File: config.mk
export PLATFORM = sky130hd
export DESIGN_NAME = i2c_xfer_seq
export DESIGN_NICKNAME = d
export VERILOG_FILES = /design/src/rtl/i2cseq_pkg.sv /design/src/rtl/seq_dev_fold.sv /design/src/rtl/seq_wait_timer.sv /design/src/rtl/i2c_xfer_seq.sv
export SDC_FILE = /design/constraint.sdc
export NUM_CORES = 1
export LEC_CHECK = 0
export ABC_AREA = 1
export BUFFER_PORTS_ARGS = -buffer_cell sky130_fd_sc_hd__buf_2
export CAP_MARGIN = 20
export CORE_UTILIZATION = 35
export CTS_CLUSTER_DIAMETER = 60
export DETAILED_ROUTE_END_ITERATION = 10
export PLACE_DENSITY = 0.51
export SETUP_SLACK_MARGIN = 0.2
export SYNTH_ARGS = -nofsm -noshare
export SYNTH_HDL_FRONTEND = slang
export SYNTH_HIERARCHICAL = 1
export SYNTH_SLANG_ARGS = --single-unit
File: constraint.sdc
create_clock -name clk -period 3.45 [get_ports clk]
set_input_delay 0.69 -clock clk [delete_from_list [all_inputs] [get_ports clk]]
set_output_delay 0.69 -clock clk [all_outputs]
set_load 0.02 [all_outputs]
File: src/rtl/i2cseq_pkg.sv
package i2cseq_pkg;

    typedef enum logic [3:0] {
        ST_IDLE,
        ST_BUSWAIT,
        ST_DEVW,
        ST_REGA,
        ST_RSTART,
        ST_DATW,
        ST_DATR,
        ST_STOP,
        ST_DONE
    } seq_state_e;

    typedef enum logic [1:0] {
        OP_START = 2'd0,
        OP_WRITE = 2'd1,
        OP_READ  = 2'd2,
        OP_STOP  = 2'd3
    } bus_op_e;

    localparam logic [2:0] RES_OK   = 3'd0;
    localparam logic [2:0] RES_BAD  = 3'd1;
    localparam logic [2:0] RES_NACK = 3'd2;
    localparam logic [2:0] RES_ARB  = 3'd3;
    localparam logic [2:0] RES_TOUT = 3'd4;

endpackage

File: src/rtl/seq_dev_fold.sv
module seq_dev_fold #(
    parameter int ALEN_MAX = 4,
    localparam int RA_W = 8 * ALEN_MAX,
    localparam int AL_W = $clog2(ALEN_MAX + 1)
) (
    input  logic [6:0]      dev_i,
    input  logic [RA_W-1:0] reg_addr_i,
    input  logic [AL_W-1:0] alen_i,
    input  logic [6:0]      mask_i,
    output logic [6:0]      dev_o
);
    logic [RA_W+6:0] ext;
    logic [RA_W+6:0] hi;

    always_comb begin
        ext   = {7'd0, reg_addr_i};
        hi    = ext >> {alen_i, 3'b000};
        dev_o = dev_i | (hi[6:0] & mask_i);
    end
endmodule

File: src/rtl/seq_wait_timer.sv
module seq_wait_timer #(
    parameter int LIMIT = 50_000_000,
    localparam int CW = $clog2(LIMIT + 1)
) (
    input  logic clk,
    input  logic rst_n,
    input  logic run,
    output logic expired
);
    localparam logic [CW-1:0] LIM = CW'(LIMIT);
    logic [CW-1:0] cnt;

    always_ff @(posedge clk) begin
        if (!rst_n || !run) cnt <= '0;
        else if (cnt != LIM) cnt <= cnt + 1'b1;
    end

    assign expired = (cnt == LIM);
endmodule

File: src/rtl/i2c_xfer_seq.sv
module i2c_xfer_seq
    import i2cseq_pkg::*;
#(
    parameter int ALEN_MAX   = 4,
    parameter int DLEN_W     = 16,
    parameter int WAIT_LIMIT = 50_000_000,
    localparam int RA_W = 8 * ALEN_MAX,
    localparam int AL_W = $clog2(ALEN_MAX + 1)
) (
    input  logic              clk,
    input  logic              rst_n,
    input  logic              start,
    input  logic              cmd_read,
    input  logic [6:0]        dev_addr,
    input  logic [RA_W-1:0]   reg_addr,
    input  logic [AL_W-1:0]   addr_len,
    input  logic [DLEN_W-1:0] data_len,
    input  logic [6:0]        ovf_mask,
    output logic              busy,
    output logic              done,
    output logic [2:0]        result,
    input  logic [7:0]        tx_byte,
    output logic              tx_take,
    output logic [7:0]        rx_byte,
    output logic              rx_valid,
    input  logic              bus_busy,
    output logic              ctl_go,
    output logic [1:0]        ctl_op,
    output logic [7:0]        ctl_wdata,
    output logic              ctl_ack,
    input  logic              ctl_done,
    input  logic              ctl_nack,
    input  logic              ctl_arb_lost,
    input  logic [7:0]        ctl_rdata
);
    localparam logic [AL_W-1:0]   ALEN_LIM = AL_W'(ALEN_MAX);
    localparam logic [AL_W-1:0]   AL_ONE   = AL_W'(1);
    localparam logic [DLEN_W-1:0] DL_ONE   = DLEN_W'(1);

    seq_state_e        state, succ;
    logic              issued, rd_q, xfer, tmo_run, tmo_hit, bad_req;
    logic [6:0]        dev_q, dev_fold;
    logic [RA_W-1:0]   areg;
    logic [AL_W-1:0]   acnt;
    logic [DLEN_W-1:0] dcnt;
    logic [2:0]        res_q;

    seq_dev_fold #(.ALEN_MAX(ALEN_MAX)) u_fold (
        .dev_i(dev_addr), .reg_addr_i(reg_addr), .alen_i(addr_len),
        .mask_i(ovf_mask), .dev_o(dev_fold)
    );

    seq_wait_timer #(.LIMIT(WAIT_LIMIT)) u_timer (
        .clk(clk), .rst_n(rst_n), .run(tmo_run), .expired(tmo_hit)
    );

    assign xfer    = state inside {ST_DEVW, ST_REGA, ST_RSTART, ST_DATW, ST_DATR, ST_STOP};
    assign tmo_run = (state == ST_BUSWAIT && bus_busy) || (xfer && issued && !ctl_done);
    assign bad_req = (data_len == '0) || (addr_len > ALEN_LIM);

    // successor of a byte phase that completed cleanly
    always_comb begin
        unique case (state)
            ST_DEVW:   succ = (acnt != '0) ? ST_REGA : ST_DATW;
            ST_REGA:   succ = (acnt == AL_ONE) ? (rd_q ? ST_RSTART : ST_DATW) : ST_REGA;
            ST_RSTART: succ = ST_DATR;
            ST_DATW:   succ = (dcnt == DL_ONE) ? ST_STOP : ST_DATW;
            ST_DATR:   succ = (dcnt == DL_ONE) ? ST_STOP : ST_DATR;
            default:   succ = ST_STOP;
        endcase
    end

    // state register and datapath
    always_ff @(posedge clk) begin
        if (!rst_n) begin
            state    <= ST_IDLE;
            issued   <= 1'b0;
            rd_q     <= 1'b0;
            dev_q    <= '0;
            areg     <= '0;
            acnt     <= '0;
            dcnt     <= '0;
            res_q    <= RES_OK;
            rx_valid <= 1'b0;
            rx_byte  <= '0;
        end else begin
            rx_valid <= 1'b0;
            if (ctl_go) issued <= 1'b1;
            unique case (state)
                ST_IDLE: if (start) begin
                    if (bad_req) begin
                        res_q <= RES_BAD;
                        state <= ST_DONE;
                    end else begin
                        res_q <= RES_OK;
                        rd_q  <= cmd_read;
                        dev_q <= dev_fold;
                        areg  <= reg_addr << (8 * (ALEN_MAX - int'(addr_len)));
                        acnt  <= addr_len;
                        dcnt  <= data_len;
                        state <= ST_BUSWAIT;
                    end
                end
                ST_BUSWAIT: begin
                    issued <= 1'b0;
                    if (!bus_busy) begin
                        state <= (rd_q && acnt == '0) ? ST_RSTART : ST_DEVW;
                    end else if (tmo_hit) begin
                        res_q <= RES_TOUT;
                        state <= ST_DONE;
                    end
                end
                ST_DEVW, ST_REGA, ST_RSTART, ST_DATW, ST_DATR: begin
                    if (ctl_done) begin
                        issued <= 1'b0;
                        if (ctl_arb_lost) begin
                            res_q <= RES_ARB;
                            state <= ST_DONE;
                        end else if (ctl_nack && state != ST_DATR) begin
                            res_q <= RES_NACK;
                            state <= ST_STOP;
                        end else begin
                            state <= succ;
                            if (state == ST_REGA) begin
                                areg <= areg << 8;
                                acnt <= acnt - 1'b1;
                            end
                            if (state == ST_DATW || state == ST_DATR) dcnt <= dcnt - 1'b1;
                            if (state == ST_DATR) begin
                                rx_valid <= 1'b1;
                                rx_byte  <= ctl_rdata;
                            end
                        end
                    end else if (tmo_hit) begin
                        issued <= 1'b0;
                        res_q  <= RES_TOUT;
                        state  <= ST_STOP;
                    end
                end
                ST_STOP: if (ctl_done || tmo_hit) state <= ST_DONE;
                ST_DONE: state <= ST_IDLE;
                default: state <= ST_IDLE;
            endcase
        end
    end

    // outputs
    always_comb begin
        ctl_op    = OP_STOP;
        ctl_wdata = '0;
        ctl_ack   = 1'b0;
        unique case (state)
            ST_DEVW:   begin ctl_op = OP_START; ctl_wdata = {dev_q, 1'b0}; end
            ST_REGA:   begin ctl_op = OP_WRITE; ctl_wdata = areg[RA_W-1 -: 8]; end
            ST_RSTART: begin ctl_op = OP_START; ctl_wdata = {dev_q, 1'b1}; end
            ST_DATW:   begin ctl_op = OP_WRITE; ctl_wdata = tx_byte; end
            ST_DATR:   begin ctl_op = OP_READ;  ctl_ack = (dcnt != DL_ONE); end
            default:   ctl_op = OP_STOP;
        endcase
        ctl_go  = xfer && !issued;
        tx_take = ctl_go && (state == ST_DATW);
        busy    = (state != ST_IDLE);
        done    = (state == ST_DONE);
        result  = res_q;
    end
endmodule

# Word-level counts from Yosys, hierarchy flattened
# Index checks and enable logic that the tools add are counted.
[word_totals]
ff_bits = 102
latch_bits = 0
out_inout_bits = 27
mem_bits_ro = 0
word_cells = 140
n_memories = 0
mem_bits_rw = 0
input_bits = 89
[classes]
n_shift = 2
addsub = 4
bitwise = 8
order_cmp = 1
n_div = 0
mul = 0
muxes = 54
reduce_logical = 34
eq_ne = 26
[ops]
columns = ["operator", "n"]
rows = [
  ["32-bit 2-to-1 mux", 6],
  ["16-bit 2-to-1 mux", 6],
  ["32-bit case mux with 2 select lines", 1],
  ["3-bit 2-to-1 mux", 15],
  ["4-bit 2-to-1 mux", 9],
  ["16-bit case mux with 2 select lines", 1],
  ["8-bit case mux with 4 select lines", 1],
  ["32-bit by 32-bit left shift with 32-bit output", 1],
  ["32-bit by 6-bit right shift with 7-bit output", 1],
  ["26-bit by 1-bit adder with 26-bit output (second input constant)", 1],
  ["26-bit == test (second input constant)", 1],
  ["26-bit != test (second input constant)", 1],
  ["16-bit by 1-bit == test with 1-bit output (second input constant)", 1],
  ["4-bit by 3-bit == test with 1-bit output (second input constant)", 4],
  ["16-bit zero test", 1],
  ["16-bit by 1-bit != test with 1-bit output (second input constant)", 1],
  ["2-bit != test (second input constant)", 8],
  ["4-bit case mux with 4 select lines", 1],
  ["16-bit by 1-bit subtractor with 16-bit output (second input constant)", 1],
  ["3-bit case mux with 5 select lines", 1],
  ["7-bit AND reduction", 2],
  ["5-bit OR reduction", 2],
  ["3-bit case mux with 3 select lines", 1],
  ["4-bit by 2-bit == test with 1-bit output (second input constant)", 2],
  ["31 further kinds", 60],
]

# Longest topological paths before layout
[logic_depth]
word_depth = 7
mapped_depth = 16
ltp_nobuf = 12

# Hierarchy
# The synthesis kept the hierarchy.
[modules_own_cells]
columns = ["mod", "seq_area_each_um2", "cells_per_inst", "area_per_inst_um2", "n_inst"]
rows = [
  ["i2c_xfer_seq", 1521.5, 909, 5211.2, 1],
  ["seq_wait_timer", 520.5, 256, 1556.5, 1],
  ["seq_dev_fold", 0.0, 82, 346.6, 1],
]

# Worst setup path before layout
# OpenSTA, ideal clock, no wires.
[synth_timing]
path_kind = "input port to flip-flop"
start = "in addr_len[0]"
end = "reg areg[10]"
setup_slack_ns = 0.706
t_arrival_ns = 2.680
setup_time_ns = 0.064
path_stages = 16
path_buffers = 4
required_ns = 3.386
path_cell_list = "clkbuf_1 -> inv_1 -> buf_2 -> buf_1 -> ha_1 -> inv_1 -> ha_1 -> nand4_2 -> nor2_1 -> buf_2 -> nand2_1 -> nand2_1 -> inv_1 -> nand2_1 -> nand2_1 -> nor2_1"
[synth_via]
elab_chain_len = 5
elab_cells_between_ends = 9
cone_classes = "add/sub (1); order compare (1); eq/ne (1); shift (1); mux (3); reduce/logical (2)"
[synth_lines]
columns = ["element", "line_no", "source"]
rows = [
  ["from (decl)", "i2c_xfer_seq.sv:16", "input logic [AL_W-1:0] addr_len,"],
  ["3-bit by 3-bit subtractor with 4-bit output", "i2c_xfer_seq.sv:98", "areg <= reg_addr << (8 * (ALEN_MAX - int'(addr_len)));"],
  ["32-bit by 32-bit left shift with 32-bit output", "i2c_xfer_seq.sv:98", ""],
  ["32-bit 2-to-1 mux", "i2c_xfer_seq.sv:91", "if (bad_req) begin"],
  ["32-bit 2-to-1 mux", "i2c_xfer_seq.sv:90", "ST_IDLE: if (start) begin"],
  ["32-bit case mux with 2 select lines", "i2c_xfer_seq.sv:89", "unique case (state)"],
  ["to (signal assigned)", "i2c_xfer_seq.sv:98", ""],
  ["to (signal assigned)", "i2c_xfer_seq.sv:125", "areg <= areg << 8;"],
  ["to (decl)", "i2c_xfer_seq.sv:43", "logic [RA_W-1:0] areg;"],
]
# Several ways; a longest one is shown, not always the timed one. The select of a mux whose other input is x is not followed.
# A chain may end at the register's enable or synchronous reset.

# Worst setup path in the final report
[layout_timing]
start = "reg state[2]"
end = "out ctl_op[0]"
[layout_via]
elab_chain_len = 3
elab_cells_between_ends = 8
cone_classes = "eq/ne (5); mux (1); reduce/logical (2)"
[layout_lines]
columns = ["element", "line_no", "source"]
rows = [
  ["from (decl)", "i2c_xfer_seq.sv:40", "seq_state_e state, succ;"],
  ["from (signal assigned)", "i2c_xfer_seq.sv:107", "state <= (rd_q && acnt == '0) ? ST_RSTART : ST_DEVW;"],
  ["from (signal assigned)", "i2c_xfer_seq.sv:123", "state <= succ;"],
  ["4-bit by 2-bit == test with 1-bit output or 4-bit by 3-bit == test with 1-bit output (tied branches)", "i2c_xfer_seq.sv:152", "unique case (state)"],
  ["2-bit OR reduction (no line)", "-", ""],
  ["2-bit case mux with 3 select lines (*)", "i2c_xfer_seq.sv:152", ""],
  ["to (decl)", "i2c_xfer_seq.sv:28", "output logic [1:0] ctl_op,"],
]
# Mark *: on every way between the ends. The rest lies on a longest branch, timed or not.

==> results.yml <==
place:
  pre_cts_slack_ns: 0.651
  dpl_cell_area_mm2: 0.00786
  place.gp.congestion: 0.859
  dp_hpwl_um: 16300
  numPortBuffers: 115
  dp_cells: 1596
worst_setup_path:
  cp_max_fo: 26
  startpoint: "state[2]"
  critPathMaxStageDelay_ns: 0.44
  r2r_slack_ns: 0.87
  reg2reg_from: "state[2]"
  cp_cell_sequence: "inv_1 -> nor2_4 -> nand2_2 -> nand3_4 -> o21ai_1 -> or2_2 -> buf_2"
  crit_type: "flop to output pin"
  cp.arrival_ns: 2.09
  cp.required_ns: 2.76
  endpoint: "ctl_op[0]"
  reg2regPathDepth: 12
  crit_path_end_kind: "output pin"
  crit_slowest_cell: "dfxtp_1"
  rr_endpoint: "u_timer/cnt[5]"
  crit_path_start_kind: "flop"
grt:
  track_usage_pct: 21.4
  grt_pass1_vias: 7069
  grt_max_degree: 50
  overflow: 0
  grt_pass1_wl_um: 34700
  antenna_found_initial: 0
power:
  power.internal_mw: 3.00
  leakage_nw: 3.80
  pwr-share-clk_pct: 19.2
  p_switching_mw: 2.68
  ir_worst_vdd_v: 0.000407
  power.total_mw: 5.67
  swShare_pct: 47.2
  seq_power_share_pct: 28.7
  combPwrFrac_pct: 52.1
  power_density_mw_per_mm2: 695
routing:
  ant_nets: 0
  dr.pass1.iters: 5
  via_per_inst: 4.72
  drt-total-wl_um: 21400
  drtIter0Drc: 310
  avgRoutedWirePerCell_um: 13.3
  drc: 0
  num_vias: 7613
cells_and_area:
  fin_nets: 1440
  final_cells: 1612
  final_cell_area_mm2: 0.00817
  final_util_pct: 41.4
  nFillCells: 2221
  drive_gt1_share_pct: 13.2
  diodes: 0
  syn2layout_area_growth_pct: 14.8
logic_synthesis:
  synth_top_cell_by_area: "dfxtp_1"
  async_flop_share_pct: 0
  synth-main-ff-cell: "dfxtp_1"
  syn_nets: 1345
  synth_cells: 1247
  synth_enable_flop_cells: 0
  yosysSeqAreaShare_pct: 28.7
  synthTopCellsByArea: "dfxtp_1, nand2_1, nor2_1"
  synth_cell_types: 40
  netlist_area_mm2: 0.00711
  syn_area_per_cell_um2: 5.71
  yosysMostFrequentCell: "nand2_1"
  yosys.area.top_type_share_pct: 28.7
  synth.ff_latch_count: 102
  synthTopCellsByCount: "nand2_1, nor2_1, inv_1"
  yosysWarnings: 6
timing:
  worstMarginPinSlew_ns: 0.709
  tns_ns: 0
  slew_violations: 0
  worst_slack_ns: 0.666
  slew_headroom_pct: 52.4
  fmax_mhz: 359
  fin_skew_ns: 0.0129
  finalSetupViolCount: 0
  hold_violations: 0
  period_minus_slack_ns: 2.78
  hold_ws_ns: 0.444
  layout_worst_path_cycle_share_pct: 80.7
  grt_setup_unrepaired: "false"
floorplanning:
  pin_count: 116
  rows: 51
  core-area_mm2: 0.0197
  die_area_mm2: 0.0209
  die_height_um: 145
  start_util_pct: 36.1
  fp.dieW_um: 145
run:
  cap_viol_max_count: 0
cts:
  tritoncts: "done"
  clk_path_buf_depth: 2
  cts.repair.resized: 0
  cts_setup_buffers: 0
  clk_pin_slew_ns: 0.07
  clkLatencyLatePin_ns: 0.37
  cts_hold_buf: 0
  clock_sinks: 102
  htree_num_levels: 3
  cts_made_buffers: 9
  clockRootBuffer: "clkbuf_16"
outcome:
  outcome: "complete, no violations"
worst_hold_path:
  hp-class: "flop to flop"
==> layout by cell type, fill, tap and decap left out, types with 3 or more instances in the layout <==
cell and n:
o21ai_1 3, a21oi_1 66, nand2_2 4, inv_2 4, clkbuf_16 9, nand3_2 5, ha_1 9, or2_2 3
nand4_1 5, nor3_1 3, nand2_1 466, dfxtp_1 102, nor2_2 7, o21bai_1 7, xnor2_1 4, nor2_4 6
buf_2 115, inv_1 118, nand3_1 89, a21boi_0 13, or2_0 3, a31oi_1 7, xor2_1 4, nor2_1 223
o21ai_0 37, buf_4 13
==> worst min-delay path by stage <==
| stage | from | to | depth (start not counted) |
|---|---|---|---|
| 5_1_grt | dev_q[5] | dev_q[5] | 2 |
| 3_5_place_dp | dev_q[6] | dev_q[6] | 2 |
| 3_3_place_gp | dev_q[4] | dev_q[4] | 2 |
| 4_1_cts | dev_q[6] | dev_q[6] | 2 |
| 2_1_floorplan | dev_q[0] | dev_q[0] | 2 |
| 6_report | dev_q[0] | dev_q[0] | 2 |
==> critical path: cells and delay by family (launching register included) <==
kind | cells | cell delay [ns]
compound gates | 1 | 0.16
buf+inv | 2 | 0.28
simple gates | 4 | 0.85
flops | 1 | 0.44
==> power by group through the flow <==
stage / combinational (mW) / clock [mW] / sequential, mW
4_1_cts: 2.98 / 1.12 / 1.63
3_3_place_gp: 2.96 / 0 / 1.66
5_1_grt: 3.43 / 1.16 / 1.66
2_1_floorplan: 2.45 / 0 / 1.61
6_report: 2.96 / 1.09 / 1.63
3_5_place_dp: 2.97 / 0 / 1.65
==> per-layer routing <==
| metal | part of all wire, % | vias up | GRT usage [%] |
|---|---|---|---|
| li1 | - | 4054 | - |
| met1 | 47 | 3413 | 27.3 |
| met2 | 48 | 126 | 37.2 |
| met3 | 2.9 | 20 | 2.42 |
| met4 | 1.8 | 0 | 7.15 |
| met5 | 0 | - | 0 |
==> flip-flops by register name (all words and copies together) (netlist names) <==
signal,flops
state,4
dev_q,7
rx_byte,8
issued,1
dcnt,16
rd_q,1
areg,32
rx_valid,1
u_timer/cnt,26
acnt,3
result,3
==> area by class of cell <==
cell class | count | area (um2) | area share [%]
Multi-Input combinational cell | 978 | 4360 | 53.3
Tap cell | 265 | 332 | 4.06
Clock buffer | 10 | 229 | 2.80
Sequential cell | 102 | 2040 | 25.0
Inverter | 123 | 462 | 5.65
Timing Repair Buffer | 128 | 673 | 8.24
Clock inverter | 6 | 76.3 | 0.934
==> logic make-up after synthesis <==
group                      share of synthesized area, %
and+or+nand+nor                                    47.9
DFF                                                28.7
AOI/OAI and AO/OA                                  10.7
xor gates and xnor gates                          0.985
buffers and inverters                              10.1
adders and majority gates                          1.58
No activity file was read; power rests on OpenSTA's default activity.
